--- src/rtl/flash_status_guard.sv ---
module flash_status_guard #(
  parameter int ADDR_W = 20,
  parameter int BLK_W  = 4,
  parameter int T_WRSR = 8,
  parameter int T_PROG = 12,
  parameter int T_SECT = 20,
  parameter int T_BLK  = 30,
  parameter int T_CHIP = 40
) (
  input  logic              clk,
  input  logic              rst_n,
  input  logic              wp_n_i,
  input  logic              cmd_vld_i,
  input  logic [2:0]        cmd_i,
  input  logic [ADDR_W-1:0] addr_i,
  input  logic [7:0]        sr_data_i,
  output logic [7:0]        status_o,
  output logic              accept_o,
  output logic              reject_o,
  output logic              busy_o
);
  localparam int M1 = (T_WRSR > T_PROG) ? T_WRSR : T_PROG;
  localparam int M2 = (T_SECT > T_BLK) ? T_SECT : T_BLK;
  localparam int M3 = (M1 > M2) ? M1 : M2;
  localparam int T_MAX = (M3 > T_CHIP) ? M3 : T_CHIP;
  localparam int CNT_W = $clog2(T_MAX + 1);
  localparam int NBLK = 1 << BLK_W;

  localparam logic [2:0] OP_WEN  = 3'd1;
  localparam logic [2:0] OP_WDIS = 3'd2;
  localparam logic [2:0] OP_WSR  = 3'd3;
  localparam logic [2:0] OP_PROG = 3'd4;
  localparam logic [2:0] OP_SECT = 3'd5;
  localparam logic [2:0] OP_BLK  = 3'd6;
  localparam logic [2:0] OP_CHIP = 3'd7;

  logic             lock_q;
  logic [2:0]       lvl_q;
  logic             wel_q;
  logic             wip_q;
  logic [CNT_W-1:0] cnt_q;

  logic             prot_hit;
  logic             ok;
  logic [CNT_W-1:0] len;

  wire [BLK_W-1:0] blk = addr_i[ADDR_W-1 -: BLK_W];
  wire hw_lock = lock_q & ~wp_n_i;
  wire strobe  = cmd_vld_i & (cmd_i != 3'd0);
  wire acc     = strobe & ~wip_q & ok;

  always_comb begin
    case (lvl_q)
      3'd0:    prot_hit = 1'b0;
      3'd1:    prot_hit = blk >= BLK_W'(NBLK - 1);
      3'd2:    prot_hit = blk >= BLK_W'(NBLK - 2);
      3'd3:    prot_hit = blk >= BLK_W'(NBLK - 4);
      3'd4:    prot_hit = blk >= BLK_W'(NBLK / 2);
      default: prot_hit = 1'b1;
    endcase
  end

  always_comb begin
    ok  = 1'b0;
    len = CNT_W'(T_WRSR - 1);
    case (cmd_i)
      OP_WEN, OP_WDIS: ok = 1'b1;
      OP_WSR:  begin ok = wel_q & ~hw_lock;    len = CNT_W'(T_WRSR - 1); end
      OP_PROG: begin ok = wel_q & ~prot_hit;   len = CNT_W'(T_PROG - 1); end
      OP_SECT: begin ok = wel_q & ~prot_hit;   len = CNT_W'(T_SECT - 1); end
      OP_BLK:  begin ok = wel_q & ~prot_hit;   len = CNT_W'(T_BLK - 1);  end
      OP_CHIP: begin ok = wel_q & (lvl_q == 3'd0); len = CNT_W'(T_CHIP - 1); end
      default: ok = 1'b0;
    endcase
  end

  always_ff @(posedge clk or negedge rst_n) begin
    if (!rst_n) begin
      lock_q   <= 1'b0;
      lvl_q    <= 3'd0;
      wel_q    <= 1'b0;
      wip_q    <= 1'b0;
      cnt_q    <= '0;
      accept_o <= 1'b0;
      reject_o <= 1'b0;
    end else begin
      accept_o <= acc;
      reject_o <= strobe & ~acc;
      if (wip_q) begin
        if (cnt_q == '0) begin
          wip_q <= 1'b0;
          wel_q <= 1'b0;
        end else begin
          cnt_q <= cnt_q - 1'b1;
        end
      end else if (acc) begin
        case (cmd_i)
          OP_WEN:  wel_q <= 1'b1;
          OP_WDIS: wel_q <= 1'b0;
          default: begin
            wip_q <= 1'b1;
            cnt_q <= len;
            if (cmd_i == OP_WSR) begin
              lock_q <= sr_data_i[7];
              lvl_q  <= sr_data_i[4:2];
            end
          end
        endcase
      end
    end
  end

  assign status_o = {lock_q, 2'b00, lvl_q, wel_q, wip_q};
  assign busy_o   = wip_q;

  assert_start_needs_wel_R4: assert property (@(posedge clk) disable iff (!rst_n)
    $rose(wip_q) |-> $past(wel_q));

  assert_end_clears_wel_R9: assert property (@(posedge clk) disable iff (!rst_n)
    $fell(wip_q) |-> !wel_q);

  assert_hw_lock_freezes_R6: assert property (@(posedge clk) disable iff (!rst_n)
    (lock_q && !wp_n_i) |=> ($stable(lock_q) && $stable(lvl_q)));

  assert_busy_refuses_R10: assert property (@(posedge clk) disable iff (!rst_n)
    (wip_q && cmd_vld_i && cmd_i != 3'd0) |=> (reject_o && !accept_o));

  assert_chip_needs_open_R8: assert property (@(posedge clk) disable iff (!rst_n)
    (cmd_vld_i && cmd_i == OP_CHIP && lvl_q != 3'd0) |=> !accept_o);

  assert_single_answer_R3: assert property (@(posedge clk) disable iff (!rst_n)
    !(accept_o && reject_o));
endmodule

--- config.mk ---
export PLATFORM = sky130hd
export DESIGN_NAME = flash_status_guard
export DESIGN_NICKNAME = d
export VERILOG_FILES = /design/src/rtl/flash_status_guard.sv
export SDC_FILE = /design/constraint.sdc
export NUM_CORES = 1
export LEC_CHECK = 0
export BUFFER_PORTS_ARGS = -buffer_cell sky130_fd_sc_hd__buf_4
export CORE_MARGIN = 4
export CORE_UTILIZATION = 48
export CTS_CLUSTER_DIAMETER = 40
export DETAILED_ROUTE_END_ITERATION = 7
export PLACE_DENSITY = 0.83
export SLEW_MARGIN = 30
export SYNTH_ARGS = -nofsm -noshare
export SYNTH_HDL_FRONTEND = slang
export SYNTH_SLANG_ARGS = --single-unit
--- constraint.sdc ---
create_clock -name clk -period 2.2 [get_ports clk]
set_input_delay 0.33 -clock clk [delete_from_list [all_inputs] [get_ports clk]]
set_output_delay 0.33 -clock clk [all_outputs]
set_load 0.02 [all_outputs]
==> impl_results.md <==
- Max_cap viols: 0
- CP max-delay cell: or3_1
- Clock power share: 0.103
- Row count: 15
- HPWL after DPL: between 1 and 1.5 mm
- Gate Count Post-Synth: just over 90
- Total CTS buffers: 3
- Initial Util: 0.5242
- Part of the cycle the worst path needs: 0.7224
- Clock buffer depth: 2
- Setup violators final: 0
- DRT Pass-1 Iters: 4
- Areal power density over the cells: roughly 1200 mW/mm2
- Count of cell types in the netlist: 36
- Final count of hold timing violations: 0
- Switching power: 0.5563 mW
- Number of gates resized after CTS: 0
- CTS tree: built
- Largest net degree at the start of global routing: 15
- Final non-filler cell total: approximately 140
- DRT iter0 DRCs: 24
- Worst path arrival time: about 1.8 ns
- #FFs+latches synth: 14
- Buffer and inverter count on the worst path: 0
- DR vias: about 770
- Chip width: 52.13 um
- Max Freq: 0.6292 GHz
- Register Area: 350.3 um2
- Total grt overflow: 0
- Comb pwr share: 0.558
- Hold buffer count at CTS: 1
- R2r startpoint: cnt_q[2]$_DFFE_PN0P_
- Post-route minimum period: roughly 1.6 ns
- RSZ-0062 raised after global routing: false
- Later-pin clock latency in the skew report: approximately 0.28 ns
- CTS H-Tree Depth: 1
- Kind of critical path: reg -> reg
- CORE AREA: 0.001783 mm2
- Crit path from: cnt_q[2]$_DFFE_PN0P_
- Power Internal: 0.8159 mW
- WL/cell: approximately 13 um
- CP Launch Type: flip-flop
- Synth warn: 0
- Hold_sp: sr_data_i[3]
- Core Util, Final: 0.6288
- Final #Nets: 151
- IO Count: 46
- CP max FO: 4
- EDFF count, synth: 0
- Max incr delay on CP: about 0.42 ns
- Die Area: 0.002717 mm2
- Vias per std cell: 5.599
- Critical path cell sequence: or3_1 -> nor3_2 -> xnor2_1 -> a21oi_1 -> mux2_4
- Diode count: 0
- Antenna Nets Post-Route: 0
- Worst VDD drop: slightly below 600 uV
- Synth Area per Inst: 10.27 um2
- Flop-to-flop setup slack: ~0.61 ns
- Async SR Flop Fraction: 1.000
- Reg2Reg Depth: 5
- Switch share: 0.4054
- Cell depth of the worst setup path: 5
- Port bufs: 23
- Post-CTS setup buffers: 0
- FF-to-FF End: cnt_q[5]$_DFFE_PN0P_
- Share of layout cells above drive strength 1: 0.3661
- Clk_skew: around 0.005 ns
- Drt total wl: 1.807 mm
- Area Growth Syn to Fin: 19.95%
- Worst min path class: in -> reg
- CP top delay family: simple AND/OR/NAND/NOR gates
- Vias in the first global route: 731
- Worst-path clk slew: roughly 0.080 ns
- Remaining DRCs: 0
- Mapped Area: around 930 um2
- # fillers: 147
- Placed Instances: approximately 130
- Fin. max-slew vios: 0
- Initial antenna violation count: 0
- Total clock sinks: 14
- Gr usage total: 0.1513
- Clock root cell: clkbuf_4
- Hold depth: 2
- Die height: 52.13 um
- Gpl congestion: between 0.8 and 0.9
- Synth Flop Type: dfrtp_1
- Worst hold endpoint: lvl_q[1]$_DFFE_PN0P_
- Reg power frac: 0.339
- Result of the run: finished, final reports clean
- Post-synthesis sequential area ratio: 0.3748
- Req. time, crit path: about 2.4 ns
- Leak: around 0.52 nW
- First-pass GRT wire length: roughly 3.1 mm
- Multi-input logic area: around 500 um2
- Fin Setup TNS: 0 ns
- CP Capture Type: flip-flop
cell usage in the layout, fill, tap and decap left out, types with 3 or more instances in the layout:
master / count
buf_4: 25
dfrtp_1: 14
a21oi_1: 7
inv_1: 6
nor2_1: 4
nand2_1: 4
mux2_4: 4
mux2_2: 4
xnor2_1: 3
nand4_1: 3
a31oi_1: 3
clkbuf_4: 3
metal layers:
metal / routed length (um) / track usage / vias up
li1: - / - / 366
met5: 0 / 0 / -
met3: 89 / 0.02579 / 5
met4: 36 / 0.06550 / 0
met2: 886 / 0.2636 / 20
met1: 794 / 0.1800 / 376
power groups by stage:
stage / logic, mW / registers, mW / clock network, mW
2_1_floorplan: 0.541 / 0.501 / 0
3_3_place_gp: 0.751 / 0.466 / 0
3_5_place_dp: 0.766 / 0.470 / 0
4_1_cts: 0.770 / 0.465 / 0.148
5_1_grt: 0.834 / 0.485 / 0.160
6_report: 0.765 / 0.465 / 0.142
state kept, by name, summed over array words and instances, names as in the netlist:
register / cells
cnt_q: 6
lvl_q: 3
accept_o: 1
busy_o: 1
lock_q: 1
reject_o: 1
wel_q: 1
cells by family (layout without fill, tap and decap cells):
kind of cell | count (synthesis) | after routing | share of synthesized area
compound gates | 22 | 22 | 0.1888
xor+xnor | 4 | 4 | 0.03749
fa+ha+maj | 2 | 2 | 0.02677
buf+inv | 15 | 35 | 0.09772
flops | 14 | 14 | 0.3748
mux | 9 | 9 | 0.1232
other cells | 1 | 2 | 0.004012
simple gates | 24 | 24 | 0.1473
worst max path at each step:
stage	to
2_1_floorplan	cnt_q[1]$_DFFE_PN0P_
3_3_place_gp	cnt_q[1]$_DFFE_PN0P_
3_5_place_dp	cnt_q[4]$_DFFE_PN0P_
4_1_cts	cnt_q[5]$_DFFE_PN0P_
5_1_grt	cnt_q[2]$_DFFE_PN0P_
6_report	cnt_q[5]$_DFFE_PN0P_
final cells by class:
class,instances,share of cell area
multi-input cells,63,0.4431
flip-flops and latches,14,0.3125
repair buffers,26,0.1763
well taps,25,0.02790
clock buffers,3,0.02009
inverters,6,0.02009
cells in the mapped netlist (all sizes together), types with 3 or more instances:
cell | n | area share
a31oi | 4 | 0.043
inv | 6 | 0.024
nor3 | 3 | 0.027
nand4 | 3 | 0.020
dfrtp | 14 | 0.37
a21oi | 7 | 0.037
mux2 | 8 | 0.11
buf | 8 | 0.070
nor2 | 4 | 0.016
nand2 | 5 | 0.023
xnor2 | 3 | 0.028
metrics by stage:
| step | power (mW) | setup WS [ns] | hold WS (ns) | area [um2] |
|---|---|---|---|---|
| 3_3_place_gp | 1.217 | 0.5239 | 0.1868 | 1089 |
| 2_1_floorplan | 1.042 | 0.6239 | 0.03441 | 938.4 |
| 4_1_cts | 1.384 | 0.5959 | 0.2744 | 1121 |
| 5_1_grt | 1.478 | 0.5264 | 0.2745 | 1121 |
| 6_report | 1.372 | 0.6106 | 0.2777 | 1121 |
| 3_5_place_dp | 1.236 | 0.5078 | 0.1891 | 1089 |
No activity file was read; power rests on OpenSTA's default activity.
